**config.mk**
```make
export PLATFORM = sky130hd
export DESIGN_NAME = iq_rle_engine
export DESIGN_NICKNAME = d
export VERILOG_FILES = /design/src/rtl/iq_pkg.sv /design/src/rtl/zz_walker.sv /design/src/rtl/iq_dequant.sv /design/src/rtl/rl_event.sv /design/src/rtl/iq_rle_engine.sv
export SDC_FILE = /design/constraint.sdc
export NUM_CORES = 1
export LEC_CHECK = 0
export BUFFER_PORTS_ARGS = -buffer_cell sky130_fd_sc_hd__buf_2
export CORE_MARGIN = 3
export CORE_UTILIZATION = 50
export CTS_BUF_LIST = sky130_fd_sc_hd__clkbuf_16
export DETAILED_ROUTE_END_ITERATION = 12
export GPL_ROUTABILITY_DRIVEN = 0
export PLACE_DENSITY = 0.68
export SLEW_MARGIN = 25
export SYNTH_ARGS = -nofsm -noshare
export SYNTH_HDL_FRONTEND = slang
export SYNTH_SLANG_ARGS = --single-unit
```
**constraint.sdc**
```tcl
create_clock -name clk -period 24.9 [get_ports clk]
set_input_delay 7.47 -clock clk [delete_from_list [all_inputs] [get_ports clk]]
set_output_delay 7.47 -clock clk [all_outputs]
set_load 0.03 [all_outputs]
```
**src/rtl/iq_pkg.sv**
```systemverilog
package iq_pkg;
  typedef enum logic [0:0] {SEQ_IDLE = 1'b0, SEQ_RUN = 1'b1} seq_state_t;

  // per-slot side information that travels with a read through the pipe
  typedef struct packed {
    logic valid;   // slot carries a coefficient
    logic flush;   // spare slot after the end of an 8x8 block
    logic mbend;   // flush slot that closes the macroblock
  } slot_t;
endpackage

```
**src/rtl/zz_walker.sv**
```systemverilog
module zz_walker
  import iq_pkg::*;
#(
  parameter int BLK_N  = 8,
  parameter int BLOCKS = 6,
  parameter int AW     = 9
) (
  input  logic          clk,
  input  logic          rst,
  input  logic          go,
  output logic          active,
  output slot_t         iss,
  output logic [AW-1:0] iss_addr
);
  localparam int BLK_SZ = BLK_N * BLK_N;
  localparam int RCW    = $clog2(BLK_N);
  localparam int KW     = $clog2(BLK_SZ);
  localparam int BW     = (BLOCKS > 1) ? $clog2(BLOCKS) : 1;

  seq_state_t     state;
  logic [RCW-1:0] row, col;
  logic           dir_up;
  logic [KW-1:0]  k;
  logic [BW-1:0]  blk;
  logic           gap;

  assign active = (state == SEQ_RUN);

  always_ff @(posedge clk) begin
    if (rst) begin
      state    <= SEQ_IDLE;
      row      <= '0;
      col      <= '0;
      dir_up   <= 1'b1;
      k        <= '0;
      blk      <= '0;
      gap      <= 1'b0;
      iss      <= '0;
      iss_addr <= '0;
    end else begin
      iss <= '0;
      case (state)
        SEQ_IDLE: begin
          if (go) begin
            state  <= SEQ_RUN;
            row    <= '0;
            col    <= '0;
            dir_up <= 1'b1;
            k      <= '0;
            blk    <= '0;
            gap    <= 1'b0;
          end
        end
        SEQ_RUN: begin
          if (gap) begin
            iss.flush <= 1'b1;
            gap       <= 1'b0;
            if (blk == BW'(BLOCKS - 1)) begin
              iss.mbend <= 1'b1;
              state     <= SEQ_IDLE;
            end else begin
              blk <= blk + 1'b1;
            end
          end else begin
            iss.valid <= 1'b1;
            iss_addr  <= AW'(blk) * AW'(BLK_SZ) + AW'(row) * AW'(BLK_N) + AW'(col);
            k         <= k + 1'b1;
            if (dir_up) begin
              if (col == RCW'(BLK_N - 1)) begin
                row    <= row + 1'b1;
                dir_up <= 1'b0;
              end else if (row == '0) begin
                col    <= col + 1'b1;
                dir_up <= 1'b0;
              end else begin
                row <= row - 1'b1;
                col <= col + 1'b1;
              end
            end else begin
              if (row == RCW'(BLK_N - 1)) begin
                col    <= col + 1'b1;
                dir_up <= 1'b1;
              end else if (col == '0) begin
                row    <= row + 1'b1;
                dir_up <= 1'b1;
              end else begin
                row <= row + 1'b1;
                col <= col - 1'b1;
              end
            end
            if (k == KW'(BLK_SZ - 1)) begin
              gap    <= 1'b1;
              k      <= '0;
              row    <= '0;
              col    <= '0;
              dir_up <= 1'b1;
            end
          end
        end
        default: state <= SEQ_IDLE;
      endcase
    end
  end
endmodule

```
**src/rtl/iq_dequant.sv**
```systemverilog
module iq_dequant #(
  parameter int QW  = 11,
  parameter int CW  = 12,
  parameter int QPW = 5,
  parameter int AW  = 9,
  parameter int CBW = 2
) (
  input  logic                 clk,
  input  logic                 rst,
  input  logic                 valid,
  input  logic [AW-1:0]        addr,
  input  logic signed [QW-1:0] level,
  input  logic [QPW-1:0]       qp,
  input  logic [CBW-1:0]       buf_sel,
  output logic                 we,
  output logic [CBW-1:0]       wbuf,
  output logic [AW-1:0]        waddr,
  output logic [CW-1:0]        wdata
);
  localparam int CMAX = (1 << (CW - 1)) - 1;
  localparam int CMIN = -(1 << (CW - 1));

  logic [CW-1:0] rec;

  always_comb begin
    int li, mag, p;
    li  = int'(level);
    mag = (li < 0) ? -li : li;
    p   = int'(qp) * (2 * mag + 1) - (qp[0] ? 0 : 1);
    if (li < 0) p = -p;
    if (li == 0) p = 0;
    if (p > CMAX) p = CMAX;
    if (p < CMIN) p = CMIN;
    rec = CW'(p);
  end

  always_ff @(posedge clk) begin
    if (rst) begin
      we    <= 1'b0;
      wbuf  <= '0;
      waddr <= '0;
      wdata <= '0;
    end else begin
      we <= valid;
      if (valid) begin
        wbuf  <= buf_sel;
        waddr <= addr;
        wdata <= rec;
      end
    end
  end
endmodule

```
**src/rtl/rl_event.sv**
```systemverilog
module rl_event #(
  parameter int QW   = 11,
  parameter int RUNW = 6,
  parameter int LVLW = 8,
  parameter int AW   = 9,
  parameter int EBW  = 1
) (
  input  logic                     clk,
  input  logic                     rst,
  input  logic                     valid,
  input  logic signed [QW-1:0]     level,
  input  logic                     flush,
  input  logic                     mbend,
  input  logic [EBW-1:0]           buf_sel,
  output logic                     we,
  output logic [EBW-1:0]           wbuf,
  output logic [AW-1:0]            waddr,
  output logic [RUNW+LVLW:0]       wdata
);
  localparam int LMAX = (1 << (LVLW - 1)) - 1;
  localparam int LMIN = -(1 << (LVLW - 1));

  logic [RUNW-1:0] run_q;
  logic            pend_v;
  logic [RUNW-1:0] pend_run;
  logic [LVLW-1:0] pend_lvl;
  logic [AW-1:0]   addr_q;
  logic [LVLW-1:0] lvl_sat;
  logic            nz;

  always_comb begin
    int li;
    li = int'(level);
    if (li > LMAX) li = LMAX;
    if (li < LMIN) li = LMIN;
    lvl_sat = LVLW'(li);
    nz      = (level != '0);
  end

  always_ff @(posedge clk) begin
    if (rst) begin
      run_q    <= '0;
      pend_v   <= 1'b0;
      pend_run <= '0;
      pend_lvl <= '0;
      addr_q   <= '0;
      we       <= 1'b0;
      wbuf     <= '0;
      waddr    <= '0;
      wdata    <= '0;
    end else begin
      we <= 1'b0;
      if (valid) begin
        if (nz) begin
          if (pend_v) begin
            we     <= 1'b1;
            wbuf   <= buf_sel;
            waddr  <= addr_q;
            wdata  <= {1'b0, pend_run, pend_lvl};
            addr_q <= addr_q + 1'b1;
          end
          pend_v   <= 1'b1;
          pend_run <= run_q;
          pend_lvl <= lvl_sat;
          run_q    <= '0;
        end else begin
          run_q <= run_q + 1'b1;
        end
      end
      if (flush) begin
        if (pend_v) begin
          we     <= 1'b1;
          wbuf   <= buf_sel;
          waddr  <= addr_q;
          wdata  <= {1'b1, pend_run, pend_lvl};
          addr_q <= addr_q + 1'b1;
        end
        pend_v <= 1'b0;
        run_q  <= '0;
        if (mbend) addr_q <= '0;
      end
    end
  end
endmodule

```
**src/rtl/iq_rle_engine.sv**
```systemverilog
module iq_rle_engine
  import iq_pkg::*;
#(
  parameter int QW     = 11,
  parameter int CW     = 12,
  parameter int QPW    = 5,
  parameter int LVLW   = 8,
  parameter int BLK_N  = 8,
  parameter int BLOCKS = 6,
  parameter int NCB    = 4,
  parameter int NEB    = 2,
  localparam int BLK_SZ = BLK_N * BLK_N,
  localparam int MB_SZ  = BLOCKS * BLK_SZ,
  localparam int AW     = $clog2(MB_SZ),
  localparam int RUNW   = $clog2(BLK_SZ),
  localparam int EVW    = 1 + RUNW + LVLW,
  localparam int CBW    = $clog2(NCB),
  localparam int EBW    = $clog2(NEB)
) (
  input  logic                 clk,
  input  logic                 rst,
  input  logic                 start_i,
  input  logic [QPW-1:0]       qp_i,
  output logic                 done_o,
  output logic [AW-1:0]        in_addr_o,
  input  logic signed [QW-1:0] in_data_i,
  output logic                 coef_we_o,
  output logic [CBW-1:0]       coef_buf_o,
  output logic [AW-1:0]        coef_addr_o,
  output logic [CW-1:0]        coef_data_o,
  output logic                 ev_we_o,
  output logic [EBW-1:0]       ev_buf_o,
  output logic [AW-1:0]        ev_addr_o,
  output logic [EVW-1:0]       ev_data_o
);
  slot_t          iss, s1;
  logic [AW-1:0]  iss_addr, s1_addr;
  logic           seq_active, s2_mbend, accept;
  logic [QPW-1:0] qp_q;
  logic [CBW-1:0] cbuf_q;
  logic [EBW-1:0] ebuf_q;

  assign accept    = start_i && !seq_active && (iss == '0) && (s1 == '0) && !s2_mbend;
  assign in_addr_o = iss_addr;

  zz_walker #(.BLK_N(BLK_N), .BLOCKS(BLOCKS), .AW(AW)) u_walk (
    .clk(clk), .rst(rst), .go(accept), .active(seq_active),
    .iss(iss), .iss_addr(iss_addr)
  );

  // stage 1 aligns slot info with the synchronous read data
  always_ff @(posedge clk) begin
    if (rst) begin
      s1       <= '0;
      s1_addr  <= '0;
      s2_mbend <= 1'b0;
      qp_q     <= '0;
      cbuf_q   <= '0;
      ebuf_q   <= '0;
      done_o   <= 1'b0;
    end else begin
      s1       <= iss;
      s1_addr  <= iss_addr;
      s2_mbend <= s1.mbend;
      if (accept) begin
        qp_q   <= qp_i;
        done_o <= 1'b0;
      end
      if (s2_mbend) done_o <= 1'b1;
      if (s1.mbend) begin
        cbuf_q <= (cbuf_q == CBW'(NCB - 1)) ? '0 : cbuf_q + 1'b1;
        ebuf_q <= (ebuf_q == EBW'(NEB - 1)) ? '0 : ebuf_q + 1'b1;
      end
    end
  end

  iq_dequant #(.QW(QW), .CW(CW), .QPW(QPW), .AW(AW), .CBW(CBW)) u_deq (
    .clk(clk), .rst(rst), .valid(s1.valid), .addr(s1_addr), .level(in_data_i),
    .qp(qp_q), .buf_sel(cbuf_q), .we(coef_we_o), .wbuf(coef_buf_o),
    .waddr(coef_addr_o), .wdata(coef_data_o)
  );

  rl_event #(.QW(QW), .RUNW(RUNW), .LVLW(LVLW), .AW(AW), .EBW(EBW)) u_rle (
    .clk(clk), .rst(rst), .valid(s1.valid), .level(in_data_i),
    .flush(s1.flush), .mbend(s1.mbend), .buf_sel(ebuf_q),
    .we(ev_we_o), .wbuf(ev_buf_o), .waddr(ev_addr_o), .wdata(ev_data_o)
  );
endmodule

```
# After elaboration in Yosys (flattened, before gate mapping)
# Index checks and enable logic that the tools add are counted.
# W data, S select, Z words.
word_totals:
  wordCells: 172
  register_bits: 132
  output_inout_bits: 60
classes:
  reduce_logical: 22
  bitwise: 2
  order_cmp: 5
  n_eq_ne: 13
  muxes: 80
  n_mul: 1
  add_sub_neg: 16
op_table:
  columns: ["op", "n"]
  rows:
  - ["$mux W32", 4]
  - ["$mux W9", 11]
  - ["$mux W15", 5]
  - ["$mux W3", 15]
  - ["$add A32 B2 Y32 const B", 1]
  - ["$gt A32 B12 Y1 const B", 1]
  - ["$logic_not A32 Y1", 1]
  - ["$lt A32 B12 Y1 const B", 1]
  - ["$lt A32 B8 Y1 const B", 1]
  - ["$mul A6 B32 Y32", 1]
  - ["$neg A32 Y32", 1]
  - ["$sub A32 B32 Y32", 1]
  - ["$mux W31", 1]
  - ["$neg A11 Y31", 1]
  - ["$mux W1", 29]
  - ["$mux W6", 4]
  - ["$pmux W3 S2", 3]
  - ["$add A6 B1 Y6 const B", 2]
  - ["$logic_not A3 Y1", 4]
  - ["$mux W12", 1]
  - ["$pmux W6 S2", 1]
  - ["$gt A11 B8 Y1 const B", 1]
  - ["$lt A11 B1 Y1 const B", 1]
  - ["$reduce_bool A11 Y1", 1]
  - ["25 further kinds", 47]

# Logic depth before layout (Yosys ltp)
# Gate-level depths: netlist (run 1).
depth:
  word_depth: 12
  ltp_mapped: 27

# Hierarchy
# A second synthesis (run 1) with hierarchy kept.
hier_totals:
  hier_cells: 1243
  area_unflattened_um2: 10940.5
modules_own_cells:
  columns: ["mod", "cells_each", "instances", "area_per_inst_um2"]
  rows:
  - ["iq_dequant", 739, 1, 6516.2]
  - ["rl_event", 262, 1, 2192.1]
  - ["zz_walker", 174, 1, 1467.7]
  - ["iq_rle_engine", 68, 1, 764.5]

# Worst setup path before layout (run 1)
# No wires, ideal clock.
synth_timing:
  path_type: "in2reg"
  startpoint: "in in_data_i[10]"
  endpoint: "reg u_deq.wdata[7]"
  n_path_buf: 5
  setup_slack_ns: 11.194
  arrival_ns: 13.626
  cell_stages: 25
  setup_ns: 0.080
  cell_sequence: "clkbuf_1 > buf_2 > clkbuf_1 > buf_1 > nand2_1 > xor2_1 > nor2_1 > fa_1 > fa_1 > fa_1 > inv_1 > fa_1 > inv_1 > ha_1 > a21oi_1 > o21bai_1 > a21oi_1 > nand2_1 > a211o_1 > a2111oi_2 > nand3_1 > nor4_2 > buf_4 > a221oi_1 > a211oi_2"
synth_via:
  elab_chain_len: 12
  word_cells_on_any_way: 14
  cone_classes: "4 x add/sub; 1 x mul; 3 x order compare; 5 x mux; 1 x reduce/logical"
synth_rtl:
  columns: ["element", "line", "source"]
  rows:
  - ["start: declaration", "iq_rle_engine.sv:26", "input logic signed [QW-1:0] in_data_i,"]
  - ["$neg A11 Y31 / $lt A11 B1 Y1 (equally long branches)", "iq_dequant.sv:28, iq_dequant.sv:30", null]
  - ["$mux W31", "iq_dequant.sv:28", "mag = (li < 0) ? -li : li;"]
  - ["$add A32 B2 Y32", "iq_dequant.sv:29", "p = int'(qp) * (2 * mag + 1) - (qp[0] ? 0 : 1);"]
  - ["$mul A6 B32 Y32", "iq_dequant.sv:29", null]
  - ["$sub A32 B32 Y32", "iq_dequant.sv:29", null]
  - ["$neg A32 Y32", "iq_dequant.sv:30", "if (li < 0) p = -p;"]
  - ["$mux W32", "iq_dequant.sv:30", null]
  - ["$mux W32 (*)", "iq_dequant.sv:31", "if (li == 0) p = 0;"]
  - ["$gt A32 B12 Y1", "iq_dequant.sv:32", "if (p > CMAX) p = CMAX;"]
  - ["$mux W32 (*)", "iq_dequant.sv:32", null]
  - ["$lt A32 B12 Y1", "iq_dequant.sv:33", "if (p < CMIN) p = CMIN;"]
  - ["$mux W12 (*)", "iq_dequant.sv:33", null]
  - ["end signal: assignment", "iq_dequant.sv:48", "wdata <= rec;"]
  - ["end: declaration", "iq_dequant.sv:18", "output logic [CW-1:0] wdata"]
# Mark *: on every way between the ends. The rest lies on a longest branch, timed or not.
# A chain may end at the register's enable or synchronous reset.

# Worst setup path in the final report (run 1)
layout_timing:
  startpoint: "in in_data_i[0]"
  endpoint: "reg u_deq.wdata[11]"
# The elaborated chain is that of the path after synthesis.

==> results of run 1 <==
==> how the worst min path moves through the flow <==
stage / end / slack, ns / cells after the start
after floorplan: register / 0.43 / 2
after global placement: register / 0.44 / 2
after detailed placement: u_rle.waddr[8] / 0.44 / 2
after CTS: register / 0.45 / 2
after global routing: register / 0.46 / 2
final: register / 0.45 / 2
==> cell type report <==
class,instances,area [sq um]
fill,1846,8420
multi-input combinational,1000,7550
sequential,132,2640
inverter,138,518
timing repair buffer,83,430
clock buffer,17,425
tap,270,338
clock inverter,14,163
==> metal layers <==
| layer | wire, um | track usage (%) | vias to the layer above |
|---|---|---|---|
| met5 | 0 | 0 | - |
| met4 | 383 | 5.30 | 0 |
| met3 | 975 | 3.33 | 31 |
| met2 | 11000 | 34.3 | 184 |
| met1 | 10600 | 27.9 | 4093 |
| li1 | - | - | 4258 |
==> critical path, stage by stage <==
cell       delay, ns
buf_2           0.14
or3_1           0.42
nand2b_1        0.18
o31ai_1         0.26
xor2_1          0.43
nor2b_1         0.13
fa_1            0.54
fa_1            0.44
fa_1            0.56
inv_1           0.06
fa_1            0.53
inv_1           0.04
ha_1            0.40
a21oi_1         0.28
o21ai_1         0.16
a211oi_2        0.41
o21ai_1         0.27
a21boi_0        0.29
xnor2_1         0.19
o2111ai_1       0.20
nor4_4          0.54
a2111oi_0       0.23
a211o_1         0.25
==> placed cells by master (no fill, tap or decap), types with 15 or more instances in the layout <==
cell / instances
nand4_1: 20
fa_1: 109
inv_1: 136
nor2_1: 117
nor2b_1: 36
a21oi_1: 95
clkbuf_16: 17
conb_1: 96
xnor2_1: 45
nand3_1: 15
nand2b_1: 22
o21ai_0: 29
nand2_1: 151
xor2_1: 30
mux2i_1: 17
ha_1: 52
buf_2: 77
dfxtp_1: 132
==> report_power, final <==
group / switching (mW) / total (mW) / leakage (nW) / internal, mW
Combinational: 0.464 / 0.760 / 4.14 / 0.296
Sequential: 0.00685 / 0.226 / 1.07 / 0.219
Clock: 0.0923 / 0.248 / 0.282 / 0.156
Total: 0.563 / 1.24 / 5.49 / 0.672
==> per-stage QoR <==
stage	util [%]	instance area, sq um
finish	58.9	12100
global route	58.9	12100
global placement	56.0	11500
CTS	58.9	12100
floorplan	-	10900
detailed placement	56.0	11500
==> logic make-up (layout without fill, tap and decap cells) <==
family	Yosys count	after routing	synth area share, %
other	2	96	0.0709
DFF	132	132	25.0
xor gates and xnor gates	75	75	6.20
muxes	17	17	1.61
buffers and inverters	190	252	7.17
AOI/OAI and AO/OA	232	232	14.7
and+or+nand+nor	419	419	18.5
adders and majority gates	161	161	26.8
==> qor.txt, run 1 <==
status: complete, no violations
endpoints failing setup: 0
area leader, netlist: dfxtp_1
FF+latch count, synth: 132
CTS H-tree lvls: 4
clock sink total: 132
top cell type's share of synthesized area: 25.0%
worst skew pair latency: 0.41 ns
pre-CTS setup slack: 10.13 ns
Critical Path RT: 25.20 ns
setup ws final: 10.75 ns
WL final: 22900 um
post-layout min period: 14.15 ns
clk_skew: 0.0105 ns
largest net degree at the start of global routing: 67
Unique masters post-synth: 74
I/O pin cnt: 79
Worst Tran Pin Value: 0.738 ns
IO buf count: 78
via count: 8566
worst-path fanout max: 12
initial antenna violation count: 0
FF-to-FF End: u_deq.wdata[11]
CTS tree: built
CP endpoint kind: register
register area share after synthesis: 25.0%
width of the die: 152 um
Pre-antenna DRT Iters: 5
postcts setup bufs: 0
Non-Filler Instances: 1654
CP Launch Point: in_data_i[0]
RSZ-0062 raised after global routing: false
DR DRC count: 0
clk slew on worst S/H paths: 0.06 ns
Worst Hold Slack: 0.448 ns
layout cells sized above 1: 10.3%
Hold Violations, Final: 0
Post-synth ARST share: 0%
die area: 23000 sq um
reg2reg setup slack: 18.55 ns
ant diodes: 0
fmax: 0.0707 GHz
Placed Instances: 1623
Hold Path Class: reg2reg
crit start category: primary input
worst r2r src: qp_q[3]
hpwl dp: 17500 um
Worst Hold Launch: u_rle.pend_run[4]
max-cap violations: 0
CTS root buf: clkbuf_16
overall power: 1.24 mW
initial core utilization: 51.7%
vias in the first global route: 8177
R2R depth: 19
GR Util All Layers: 20.5%
Ys Warns: 0
wire per inst: 13.9 um
average size of a mapped cell: 8.62 sq um
Commonest cells post-synth: nand2_1 (151), inv_1 (136), dfxtp_1 (132)
Slew Viols, Final: 0
# hold bufs at CTS: 0
top post-synthesis cells by area: dfxtp_1 (25%), fa_1 (21%), ha_1 (6.1%)
first-pass GRT wire length: 38400 um
Layout Nets: 1552
Pwr Density: 102 nW/um^2
num rows: 52
core region area: 20500 sq um
predominant post-synthesis flop cell: dfxtp_1
Synth Cell Area: 10600 sq um
TritonCTS buffer count: 17
global route total overflow: 0
Post-synth EDFFs: 0
CP Class: in2reg
Tcrit/Tclk final: 56.8%
cts repair resizes: 0
worst vdd ir: 0.0509 mV
Clock Tree Buf Depth: 2
P&R area growth vs syn: 14.0%
DRT antenna net count: 0
P_leak: 5.49 nW
setup TNS: 0 ns
Mapped Cells: 1228
max_slew headroom: 50.6%
crit path to: u_deq.wdata[11]
Worst EP arrival: 14.44 ns
top-count cell post-synth: nand2_1
die height: 152 um
initial drt markers: 448
via/cell ratio: 5.18
(Power assumes the default switching activity.)
==> run 2: changes to the inputs <==
ABC_AREA = 1   (was default)
clock period = 14.1 ns   (was 24.9 ns; I/O delays follow)
==> run 2 against run 1 <==
- die area rose by 6.7%
- non-clock buffer count rose by 1
- utilization fell by 0.56 points
- worst setup slack got worse by 6.8 ns
- largest power group unchanged
- highest routed layer unchanged
==> qor.txt, run 2 <==
CP max stage delay: 0.54 ns (was 0.56 ns)
Worst Tran Pin Value: 0.910 ns (was 0.738 ns)
core region area: 22000 sq um (was 20500 sq um)
worst-path fanout max: 42 (was 12)
TritonCTS buffer count: 17 (unchanged)
Commonest cells post-synth: nand2_1 (326), inv_1 (298), nor2_1 (205) (was nand2_1 (151), inv_1 (136), dfxtp_1 (132))
Mapped Cells: 1576 (was 1228)
predominant post-synthesis flop cell: dfxtp_1 (unchanged)
largest net degree at the start of global routing: 58 (was 67)
fillcell total: 2107 (was 1846)
CP bufs+invs: 6 (was 3)
Critical Path RT: 14.44 ns (was 25.20 ns)
Placed Instances: 1998 (was 1623)
die area: 24500 sq um (was 23000 sq um)
Hold Violations, Final: 0 (unchanged)
Unique masters post-synth: 50 (was 74)
fin area: 12800 sq um (was 12100 sq um)
first-pass GRT wire length: 44100 um (was 38400 um)
cts repair resizes: 0 (unchanged)
postcts setup bufs: 0 (unchanged)
layout cells sized above 1: 10.1% (was 10.3%)
setup TNS: 0 ns (unchanged)
max layer used: met4 (unchanged)
crit start category: primary input (unchanged)
clock sink total: 132 (unchanged)
Post-synth EDFFs: 0 (unchanged)
FF+latch count, synth: 132 (unchanged)
DRT antenna net count: 0 (unchanged)
initial antenna violation count: 0 (unchanged)
WL final: 25000 um (was 22900 um)
max-cap violations: 0 (unchanged)
Multi-input gate area: 7680 sq um (was 7550 sq um)
die height: 156 um (was 152 um)
hpwl dp: 19800 um (was 17500 um)
Register Area: 2640 sq um (unchanged)
width of the die: 156 um (was 152 um)
worst vdd ir: 0.112 mV (was 0.0509 mV)
IO buf count: 78 (unchanged)
top cell type's share of synthesized area: 23.3% (was 25.0%)
average size of a mapped cell: 7.18 sq um (was 8.62 sq um)
CTS H-tree lvls: 4 (unchanged)
Hold Path Class: reg2reg (unchanged)
CP endpoint kind: register (unchanged)
CP Class: in2reg (unchanged)
initial drt markers: 551 (was 448)
vias in the first global route: 9701 (was 8177)
DR DRC count: 0 (unchanged)
RSZ-0062 raised after global routing: false (unchanged)
worst skew pair latency: 0.42 ns (was 0.41 ns)
CTS root buf: clkbuf_16 (unchanged)
Post-synth ARST share: 0% (unchanged)
Slew Viols, Final: 0 (unchanged)
Layout Nets: 1917 (was 1552)
P_leak: 6.80 nW (was 5.49 nW)
initial core utilization: 51.4% (was 51.7%)
clk slew on worst S/H paths: 0.06 ns (about the same)
worst r2r src: qp_q[1] (was qp_q[3])
ant diodes: 0 (unchanged)
# hold bufs at CTS: 0 (unchanged)
status: complete, no violations (unchanged)
CP Launch Point: in_data_i[10] (was in_data_i[0])
endpoints failing setup: 0 (unchanged)
placed instance area: 12300 sq um (was 11500 sq um)
max_slew headroom: 38.3% (was 50.6%)
area leader, netlist: dfxtp_1 (unchanged)
Synth Cell Area: 11300 sq um (was 10600 sq um)
Tcrit/Tclk final: 72.2%
Pwr Density: 189 nW/um^2 (was 102 nW/um^2)
via count: 9893 (was 8566)
clk_skew: 0.00907 ns (was 0.0105 ns)
Largest delay share family, worst path: simple AND/OR/NAND/NOR gates (was adder cells)
via/cell ratio: 4.88 (was 5.18)
Worst Hold Launch: u_walk.iss[1] (was u_rle.pend_run[4])
top-count cell post-synth: nand2_1 (unchanged)
Non-Filler Instances: 2029 (was 1654)
P&R area growth vs syn: 13.5% (was 14.0%)
register area share after synthesis: 23.3% (was 25.0%)
global route total overflow: 0 (unchanged)
I/O pin cnt: 79 (unchanged)
Ys Warns: 0 (unchanged)
post-layout min period: 10.18 ns
Pre-antenna DRT Iters: 5 (unchanged)
fmax: 0.0983 GHz
Worst EP arrival: 10.52 ns (was 14.44 ns)
slowest CP cell: fa_1 (unchanged)
GR Util All Layers: 21.7% (was 20.5%)
wire per inst: 12.3 um (was 13.9 um)
top post-synthesis cells by area: dfxtp_1 (23%), fa_1 (19%), nand2_1 (11%) (was dfxtp_1 (25%), fa_1 (21%), ha_1 (6.1%))
most frequent cells in the layout: nand2_1 (326), inv_1 (297), nor2_1 (205) (was nand2_1 (151), inv_1 (136), dfxtp_1 (132))
met3 routed WL: 884 um (was 975 um)
wl on met1: 11600 um (was 10600 um)
DR WL met2: 12300 um (was 11000 um)
CTS tree: built (unchanged)
commonest non-fill, non-tap cell in the layout: nand2_1 (unchanged)
num rows: 54 (was 52)
Clock Tree Buf Depth: 2 (unchanged)
-- run 2: cell count changes in the layout (fill, tap and decap cells not counted), sizes merged, moves of 14 or more --
cell,previous run,this run
nand2,152,334
inv,138,314
nor2,118,212
nand3,15,79
o21ai,35,84
nor2b,36,0
xnor2,45,14
nand2b,22,1
mux2i,17,0
a21oi,97,83
-- run 2: final cells by class --
type                            instances  share of cell area [%]
Multi-Input combinational cell       1186                    59.8
Tap cell                              280                    2.73
Clock inverter                         14                    1.02
Timing Repair Buffer                   84                    3.39
Clock buffer                           17                    3.31
Sequential cell                       132                    20.6
Inverter                              316                    9.23
-- run 2: logic make-up (layout without fill, tap and decap cells) --
group / after synthesis / in the layout / synth area share (%)
AO/OA/AOI/OAI: 194 / 194 / 9.67
XOR/XNOR: 53 / 53 / 4.17
adder cells (fa/ha/maj): 161 / 161 / 25.0
buffers and inverters: 352 / 431 / 12.0
flip-flops: 132 / 132 / 23.3
multiplexers: 1 / 1 / 0.0995
other: 2 / 96 / 0.0663
AND/OR/NAND/NOR: 681 / 681 / 25.7
-- run 2: metrics by stage --
step	util, %	setup WS (ns)	total power, mW	hold WS, ns
after floorplan	-	4.68	1.70	0.403
after global placement	55.8	3.72	1.94	0.410
after detailed placement	55.8	3.60	1.95	0.412
after CTS	58.3	4.01	2.37	0.411
after global routing	58.3	3.40	2.71	0.446
final	58.3	3.92	2.42	0.412
-- run 2: metal layers --
layer	track usage [%]	vias to the layer above
li1	-	5068
met1	28.5	4613
met2	38.5	185
met3	2.85	27
met4	4.54	0
met5	0	-
-- run 2: final timing paths --
path / endpoint / depth (start not counted) / slack [ns]
hold reg to reg: s1[1] / 2 / 0.41
hold / removal: s1[1] / 2 / 0.41
setup reg to reg: u_deq.wdata[1] / 22 / 8.52
setup / recovery: u_deq.wdata[1] / 27 / 3.92
-- run 2: power breakdown --
group	leakage (nW)	internal, mW	switching (mW)
clock	0.258	0.243	0.171
sequential	1.07	0.392	0.0122
combinational	5.47	0.561	1.05
-- run 2: worst min-delay path: cells and delay by family (launching register included) --
kind	cells	cell delay, ns
flops	1	0.31
buf+inv	1	0.04
simple gates	1	0.03
